--- src/rtl/pci_err_pkg.sv ---
package pci_err_pkg;

    // dword indices inside the configuration header
    localparam int unsigned CMD_DW = 1;
    localparam int unsigned LAT_DW = 3;

    // bit positions inside dword index 1
    localparam int unsigned B_SPC  = 3;
    localparam int unsigned B_MWI  = 4;
    localparam int unsigned B_PAR  = 6;
    localparam int unsigned B_SERR = 8;
    localparam int unsigned B_MST  = 24;
    localparam int unsigned B_SIG  = 30;
    localparam int unsigned B_DET  = 31;

    // latency timer lane inside dword index 3
    localparam int unsigned LAT_LSB = 8;

    localparam logic [3:0] BUS_MWI = 4'b1111;
    localparam logic [3:0] BUS_MWR = 4'b0111;

    typedef struct packed {
        logic serr_en;
        logic par_en;
        logic mwi_en;
        logic spc_en;
    } cmd_t;

    typedef struct packed {
        logic det;
        logic sig;
        logic mst;
    } stat_t;

endpackage

--- src/rtl/pci_err_regs.sv ---
module pci_err_regs
    import pci_err_pkg::*;
#(
    parameter int unsigned AW    = 6,
    parameter int unsigned LAT_W = 8
) (
    input  logic             clk,
    input  logic             rst_n,
    input  logic             wr,
    input  logic [AW-1:0]    addr,
    input  logic [3:0]       be,
    input  logic [31:0]      wdata,
    input  logic             set_det,
    input  logic             set_sig,
    input  logic             set_mst,
    output cmd_t             cmd,
    output stat_t            stat,
    output logic [LAT_W-1:0] lat,
    output logic [31:0]      rdata
);

    typedef struct packed {
        cmd_t             cmd;
        stat_t            st;
        logic [LAT_W-1:0] lat;
    } regs_t;

    regs_t r_d, r_q;
    logic  hit_cmd, hit_lat;

    assign hit_cmd = wr && (addr == AW'(CMD_DW));
    assign hit_lat = wr && (addr == AW'(LAT_DW));

    always_comb begin
        r_d = r_q;
        if (hit_cmd && be[0]) begin
            r_d.cmd.spc_en = wdata[B_SPC];
            r_d.cmd.mwi_en = wdata[B_MWI];
            r_d.cmd.par_en = wdata[B_PAR];
        end
        if (hit_cmd && be[1]) begin
            r_d.cmd.serr_en = wdata[B_SERR];
        end
        if (hit_cmd && be[3]) begin
            if (wdata[B_DET]) r_d.st.det = 1'b0;
            if (wdata[B_SIG]) r_d.st.sig = 1'b0;
            if (wdata[B_MST]) r_d.st.mst = 1'b0;
        end
        if (hit_lat && be[1]) begin
            r_d.lat = wdata[LAT_LSB +: LAT_W];
        end
        // events override a clearing write on the same edge
        if (set_det) r_d.st.det = 1'b1;
        if (set_sig) r_d.st.sig = 1'b1;
        if (set_mst) r_d.st.mst = 1'b1;
    end

    always_ff @(posedge clk or negedge rst_n) begin
        if (!rst_n) r_q <= '0;
        else        r_q <= r_d;
    end

    always_comb begin
        rdata = '0;
        if (addr == AW'(CMD_DW)) begin
            rdata[B_SPC]  = r_q.cmd.spc_en;
            rdata[B_MWI]  = r_q.cmd.mwi_en;
            rdata[B_PAR]  = r_q.cmd.par_en;
            rdata[B_SERR] = r_q.cmd.serr_en;
            rdata[B_DET]  = r_q.st.det;
            rdata[B_SIG]  = r_q.st.sig;
            rdata[B_MST]  = r_q.st.mst;
        end else if (addr == AW'(LAT_DW)) begin
            rdata[LAT_LSB +: LAT_W] = r_q.lat;
        end
    end

    assign cmd  = r_q.cmd;
    assign stat = r_q.st;
    assign lat  = r_q.lat;

endmodule

--- src/rtl/pci_err_sig.sv ---
module pci_err_sig
    import pci_err_pkg::*;
#(
    parameter int unsigned PERR_LAT = 2
) (
    input  logic clk,
    input  logic rst_n,
    input  cmd_t cmd,
    input  logic ev_addr,
    input  logic ev_data,
    input  logic ev_spc,
    input  logic ev_mst,
    output logic perr_n,
    output logic serr_n,
    output logic set_det,
    output logic set_sig,
    output logic set_mst
);

    typedef struct packed {
        logic [PERR_LAT-1:0] pipe;
        logic                serr;
    } sig_t;

    sig_t s_d, s_q;
    logic perr_hit, serr_hit;
    logic [PERR_LAT-1:0] hit_vec;

    assign perr_hit = (ev_data || ev_mst) && cmd.par_en;
    assign serr_hit = (ev_addr && cmd.serr_en && cmd.par_en)
                   || (ev_spc && cmd.spc_en && cmd.serr_en);
    assign hit_vec  = PERR_LAT'(perr_hit);

    always_comb begin
        s_d      = s_q;
        s_d.pipe = (s_q.pipe << 1) | hit_vec;
        // a held cause yields separate one-cycle pulses
        s_d.serr = serr_hit && !s_q.serr;
    end

    always_ff @(posedge clk or negedge rst_n) begin
        if (!rst_n) s_q <= '0;
        else        s_q <= s_d;
    end

    assign perr_n  = !s_q.pipe[PERR_LAT-1];
    assign serr_n  = !s_q.serr;
    assign set_det = ev_addr || ev_data || ev_spc || ev_mst;
    assign set_sig = s_d.serr;
    assign set_mst = ev_mst && cmd.par_en;

endmodule

--- src/rtl/pci_err_cmdmap.sv ---
module pci_err_cmdmap
    import pci_err_pkg::*;
(
    input  logic       mwi_en,
    input  logic [3:0] req,
    output logic [3:0] cmd_out
);

    always_comb begin
        cmd_out = req;
        if (req == BUS_MWI && !mwi_en) cmd_out = BUS_MWR;
    end

endmodule

--- src/rtl/pci_err_ctl.sv ---
module pci_err_ctl
    import pci_err_pkg::*;
#(
    parameter int unsigned AW       = 6,
    parameter int unsigned LAT_W    = 8,
    parameter int unsigned PERR_LAT = 2
) (
    input  logic             clk,
    input  logic             rst_n,
    input  logic             cfg_wr,
    input  logic [AW-1:0]    cfg_addr,
    input  logic [3:0]       cfg_be,
    input  logic [31:0]      cfg_wdata,
    output logic [31:0]      cfg_rdata,
    input  logic             ev_addr_perr,
    input  logic             ev_data_perr,
    input  logic             ev_spc_perr,
    input  logic             ev_mst_perr,
    input  logic [3:0]       req_cmd,
    output logic [3:0]       bus_cmd,
    output logic             perr_n,
    output logic             serr_n,
    output logic [LAT_W-1:0] lat_timer
);

    cmd_t  cmd;
    stat_t stat;
    logic  set_det, set_sig, set_mst;

    pci_err_regs #(.AW(AW), .LAT_W(LAT_W)) u_regs (
        .clk     (clk),
        .rst_n   (rst_n),
        .wr      (cfg_wr),
        .addr    (cfg_addr),
        .be      (cfg_be),
        .wdata   (cfg_wdata),
        .set_det (set_det),
        .set_sig (set_sig),
        .set_mst (set_mst),
        .cmd     (cmd),
        .stat    (stat),
        .lat     (lat_timer),
        .rdata   (cfg_rdata)
    );

    pci_err_sig #(.PERR_LAT(PERR_LAT)) u_sig (
        .clk     (clk),
        .rst_n   (rst_n),
        .cmd     (cmd),
        .ev_addr (ev_addr_perr),
        .ev_data (ev_data_perr),
        .ev_spc  (ev_spc_perr),
        .ev_mst  (ev_mst_perr),
        .perr_n  (perr_n),
        .serr_n  (serr_n),
        .set_det (set_det),
        .set_sig (set_sig),
        .set_mst (set_mst)
    );

    pci_err_cmdmap u_map (
        .mwi_en  (cmd.mwi_en),
        .req     (req_cmd),
        .cmd_out (bus_cmd)
    );

endmodule

--- config.mk ---
export PLATFORM = sky130hd
export DESIGN_NAME = pci_err_ctl
export DESIGN_NICKNAME = d
export VERILOG_FILES = /design/src/rtl/pci_err_pkg.sv /design/src/rtl/pci_err_regs.sv /design/src/rtl/pci_err_sig.sv /design/src/rtl/pci_err_cmdmap.sv /design/src/rtl/pci_err_ctl.sv
export SDC_FILE = /design/constraint.sdc
export NUM_CORES = 1
export LEC_CHECK = 0
export ABC_AREA = 1
export BUFFER_PORTS_ARGS = -buffer_cell sky130_fd_sc_hd__buf_4
export CORE_MARGIN = 2
export CORE_UTILIZATION = 36
export DETAILED_ROUTE_END_ITERATION = 12
export PLACE_DENSITY = 0.79
export SLEW_MARGIN = 15
export SYNTH_ARGS = -nofsm -noshare
export SYNTH_HDL_FRONTEND = slang
export SYNTH_SLANG_ARGS = --single-unit
--- constraint.sdc ---
create_clock -name clk -period 1.32 [get_ports clk]
set_clock_uncertainty 0.2 [all_clocks]
set_input_delay 0.132 -clock clk [delete_from_list [all_inputs] [get_ports clk]]
set_output_delay 0.132 -clock clk [all_outputs]
set_load 0.03 [all_outputs]
# Word level (Yosys, flattened, before mapping)
# Cells that the tools add are included.
# totals
register_bits	18
latch_bits	0
mem_bits_rw	0
mem_bits_ro	0
input_bits	53
output_inout_bits	46
wordCells	60
memories	0
# classes
n_addsub	0
multipliers	0
n_div	0
order_cmp	0
n_eq_ne	3
n_shift	0
mux	15
n_bitwise	1
reduce_logical	31
# ops
op	n
1-bit logical AND	14
2-bit nonzero test	6
1-bit two-way mux	9
8-bit two-way mux	1
7-bit two-way mux	1
6-bit by 1-bit equality test with 1-bit output (second input constant)	1
6-bit by 2-bit equality test with 1-bit output (second input constant)	1
2-bit AND reduction	3
1-bit logical OR	5
4-bit equality test (second input constant)	1
2-bit two-way mux	2
4-bit two-way mux	1
1-bit logical NOT	3
3-bit two-way mux	1
2-bit by 1-bit bitwise OR with 2-bit output	1

# Longest topological paths before layout
# depth
depth_word	6
ltp_mapped	8
mapped_depth_nobuf	7

# Modules after synthesis
# A second synthesis with hierarchy kept.
# hier_totals
hier_cells	144
area_unflattened_um2	1078.5
# modules_own_cells
module	instances	cells_each	area_per_inst_um2	seq_area_each_um2
pci_err_regs	1	119	915.9	375.4
pci_err_sig	1	16	128.9	75.1
pci_err_cmdmap	1	9	33.8	0.0

# Worst setup path after synthesis
# OpenSTA, ideal clock, no wires.
# synth_path
kind	input port to output port
from	in cfg_addr[3]
to	out cfg_rdata[8]
arrival_ns	1.255
required_time_ns	0.988
slack_ns	-0.267
cell_stages	5
n_path_buf	0
cell_sequence	nor2_1 nand2_2 nor2_4 inv_2 o21ai_0
# synth_via
elab_chain_cells	3
elab_cells_between_ends	4
classes_between	eq/ne: 2; mux: 2
# synth_rtl
item	line	rtl
start, declared	pci_err_ctl.sv:11	input logic [AW-1:0] cfg_addr,
6-bit by 2-bit equality test with 1-bit output	pci_err_regs.sv:73	end else if (addr == AW'(LAT_DW)) begin
8-bit two-way mux	pci_err_regs.sv:73	
1-bit two-way mux *	pci_err_regs.sv:65	if (addr == AW'(CMD_DW)) begin
end, declared	pci_err_ctl.sv:14	output logic [31:0] cfg_rdata,
# Every way passes the cells marked *; elsewhere a longest branch is shown, timed or not.

# Final worst setup path
# layout_path
from	reg u_regs.r_q, in the netlist u_regs.cmd[1]
to	out bus_cmd[3]
# layout_via
elab_chain_cells	3
# layout_rtl
item	line	rtl
start, declared	pci_err_regs.sv:28	regs_t r_d, r_q;
start signal, assigned	pci_err_regs.sv:60	else r_q <= r_d;
1-bit logical NOT	pci_err_cmdmap.sv:11	if (req == BUS_MWI && !mwi_en) cmd_out = BUS_MWR;
1-bit logical AND	pci_err_cmdmap.sv:11	
4-bit two-way mux	pci_err_cmdmap.sv:11	
end, declared	pci_err_ctl.sv:20	output logic [3:0] bus_cmd,
# No other way between the ends.

==> Flow_metrics.wiki <==
{| class="wikitable"
! Metric !! Value
|-
| TritonCTS clock tree || built
|-
| Fraction of synthesized cell area taken by the top area cell type || 42.4%
|-
| Biggest cell delay along the critical path || 0.42 ns
|-
| Most instantiated library cell after synthesis || sky130_fd_sc_hd__inv_1
|-
| Count of vias placed by the detailed router || 1104
|-
| Die outline height || 58.4 um
|-
| Type of element capturing the critical path || output pin
|-
| Cell family with the largest share of critical-path delay || flip-flops
|-
| Max Root-Sink Buffers || 2
|-
| Ordered cell list for the critical path || o21a_1, buf_6
|-
| Complex-gate fraction of the synthesized area || 7.88%
|-
| Power density relative to cell area || 832 nW/um^2
|-
| Final cell count without fillers || 258
|-
| Detail Placement HPWL || 1950 um
|-
| Unrepaired setup endpoints after global routing || true
|-
| Die ar. || 3400 sq um
|-
| Placed Cells || 224
|-
| Type of element launching the critical path || flop
|-
| Required time worst endpoint || 0.99 ns
|-
| Min-Delay Path Class || in -> async
|-
| Leading cell types by count after synthesis || 24 x sky130_fd_sc_hd__inv_1, 22 x sky130_fd_sc_hd__nand2_1, 18 x sky130_fd_sc_hd__buf_4, 18 x sky130_fd_sc_hd__dfrtp_1, 17 x sky130_fd_sc_hd__nor2_1
|-
| Synth Instances || 135
|-
| Initial core utilization || 38.2%
|-
| Sum of negative setup slack || -0.0399 ns
|-
| Mux share of post-synthesis cell area || 0%
|-
| Slowest cell on the critical path || sky130_fd_sc_hd__dfrtp_1
|-
| Maximum level of the CTS H-tree || 1
|-
| Final-stage net count || 281
|-
| Combinational family with the most area after synthesis || buffers and inverters
|-
| Worst hold slack across all endpoints || 0.0392 ns
|-
| Yosys warning total || 0
|-
| Chip width || 58.4 um
|-
| Upper clock frequency limit || 735 MHz
|-
| Final setup violating endpoints || 1
|-
| Initial antenna violation count || 0
|-
| Number of max-slew violations in the final report || 0
|-
| Root Buffer Master || sky130_fd_sc_hd__clkbuf_4
|-
| Critical path class || reg -> out
|-
| Total overflow reported by the global router || 0
|-
| Max-capacitance violation count || 0
|-
| Detailed router's first-iteration violation count || 19
|-
| Global Route Usage Sum || 17.2%
|-
| Worst-Skew Late Latency || 0.29 ns
|-
| # port buffers || 61
|-
| Vias in the first global route || 1003
|-
| Fraction of registers with async set or reset after synthesis || 100%
|-
| Cells taking the most area after synthesis || sky130_fd_sc_hd__dfrtp_1 42%, sky130_fd_sc_hd__buf_4 13%, sky130_fd_sc_hd__inv_1 8.5%, sky130_fd_sc_hd__nand2_1 7.8%, sky130_fd_sc_hd__nor2_1 6.0%
|-
| Antenna fix cells || 0
|-
| Share of the yosys chip area belonging to registers || 42.4%
|-
| DR DRC count || 0
|-
| TritonCTS buffer count || 3
|-
| Routed wirelength normalized by instance count || 11.4 um
|-
| Peak VDD IR || 0.593 mV
|-
| Outcome || complete, but fails checks
|-
| Max Fanout on Critical Path || 3
|-
| Signed area change from the synthesized netlist to the final layout || 76.8%
|-
| Crit share post-route || 103%
|-
| Final min period || 1.36 ns
|-
| GPL Wtd Cong || 0.819
|-
| Leakage power || 0.000999 uW
|-
| Global-route wire length before repair || 4410 um
|-
| Mean instance size in the synthesized netlist || 7.88 sq um
|-
| Minimum setup slack in the final design || -0.0399 ns
|-
| Row Count || 19
|-
| Data arrival, critical path || 1.03 ns
|-
| Num Clock Sinks || 18
|-
| Synthesized area || 1060 sq um
|-
| Number of enable flip-flop cells after synthesis || 0
|-
| Unique cell type count in the Yosys netlist || 22
|-
| Fraction of the mapped netlist area in adder cells || 0%
|-
| Core outline area || 2780 sq um
|-
| Simple-Gate Fraction of Synth Area || 24.1%
|-
| Wirelength, routed || 2940 um
|-
| Synthesized-area fraction occupied by xor and xnor cells || 0%
|-
| DRT Pass-1 Iters || 4
|-
| Total I/O pin count || 99
|-
| Clock-pin slew reported for the worst setup and hold paths after clock tree synthesis || 0.11 ns
|-
| Failing checks || setup timing
|-
| Share of final-layout standard cells stronger than drive strength 1 || 47.6%
|-
| Final core occ || 67.6%
|-
| Most used DFF post-synth || sky130_fd_sc_hd__dfrtp_1
|-
| Fin. Hold Viols || 0
|-
| Synthesized flop and latch total || 18
|-
| Count of buffering cells on the critical path with inverters included || 1
|-
| Largest net degree at the start of global routing || 19
|-
| Remaining number of nets flagged by the antenna check after routing || 0
|-
| Vias/cell || 4.28
|-
| Library cell with the largest summed area after synthesis || sky130_fd_sc_hd__dfrtp_1
|}
==> worst paths after layout <==
check	cells after the start	start	end	slack (ns)
max	2	u_regs.cmd[1]	bus_cmd[3]	-0.04
min	2	rst_n	u_sig.s_q[2]	0.04
min in group clk	6	cfg_be[1]	u_regs.lat[0]	0.11
max in group asynchronous	2	rst_n	u_regs.lat[3]	0.68
max reg2reg	4	u_regs.cmd[0]	u_regs.stat[1]	0.12
min reg2reg	0	u_sig.s_q[1]	u_sig.s_q[2]	0.17
==> metrics by stage <==
| stage | instance area [sq um] | worst slack, ns | total power [uW] |
|---|---|---|---|
| final | 1880 | -0.0399 | 1560 |
| after global routing | 1880 | -0.0728 | 1640 |
| after CTS | 1770 | -0.0300 | 1520 |
| after detailed placement | 1480 | -0.0359 | 1120 |
| after global placement | 1480 | -0.0179 | 1110 |
| after floorplan | 1130 | -0.0358 | 970 |
==> state kept, by name, summed over array words and instances (netlist names) <==
register	cells
u_regs.lat	8
u_regs.cmd	4
u_regs.stat	3
u_sig.s_q	3
==> placed cells by master, fill, tap and decap left out <==
cell type	netlist	layout
sky130_fd_sc_hd__conb_1	1	18
sky130_fd_sc_hd__o21a_1	1	1
sky130_fd_sc_hd__nor2_2	0	8
sky130_fd_sc_hd__nor4_1	1	1
sky130_fd_sc_hd__nand2_1	22	22
sky130_fd_sc_hd__dfrtp_1	18	18
sky130_fd_sc_hd__o21ai_0	6	5
sky130_fd_sc_hd__inv_4	0	1
sky130_fd_sc_hd__inv_2	1	9
sky130_fd_sc_hd__a22o_1	1	1
sky130_fd_sc_hd__nand2_4	1	2
sky130_fd_sc_hd__o21ai_2	2	2
sky130_fd_sc_hd__buf_6	0	11
sky130_fd_sc_hd__clkbuf_8	0	1
sky130_fd_sc_hd__nor2_4	2	5
sky130_fd_sc_hd__nand3_1	2	2
sky130_fd_sc_hd__clkinv_4	1	1
sky130_fd_sc_hd__nand4_1	3	3
sky130_fd_sc_hd__dlygate4sd3_1	0	22
sky130_fd_sc_hd__inv_1	24	15
sky130_fd_sc_hd__clkbuf_4	0	3
sky130_fd_sc_hd__buf_4	18	60
sky130_fd_sc_hd__o21ai_1	4	5
sky130_fd_sc_hd__nand3_2	1	1
sky130_fd_sc_hd__nor2_1	17	6
sky130_fd_sc_hd__nand2_2	5	4
==> layout make-up <==
cell class                      instances  area, sq um
Fill cell                             225          901
Timing Repair Buffer                   93          795
Multi-Input combinational cell         86          455
Sequential cell                        18          450
Inverter                               26          105
Tap cell                               31         38.8
Clock buffer                            4         36.3
==> per-layer routing <==
layer | wire [um] | global-route usage [%]
met2 | 1630 | 30.5
met1 | 1090 | 19.4
met5 | 0 | 0
met4 | 44 | 9.97
met3 | 173 | 2.64
==> kinds of logic (layout without fill, tap and decap cells) <==
family,count (synthesis),count (layout)
flip-flops,18,18
buffers and inverters,48,123
AO/OA/AOI/OAI,14,14
other,1,18
AND/OR/NAND/NOR,54,54
==> where the power goes <==
group	total, uW	switching, uW	internal (uW)
Combinational	558	319	238
Clock	345	177	168
Sequential	661	40.5	621
Total	1560	537	1030
==> timing repair <==
item / CTS / global route
hold buffers: 22 / 0
endpoints found under the setup margin: 10 / 15
gates resized for setup: 5 / 28
pin swaps: 5 / 15
setup buffers: 3 / 5
endpoints found under the hold margin: 34 / 0
Note: power is estimated with default switching activity, not from simulation.
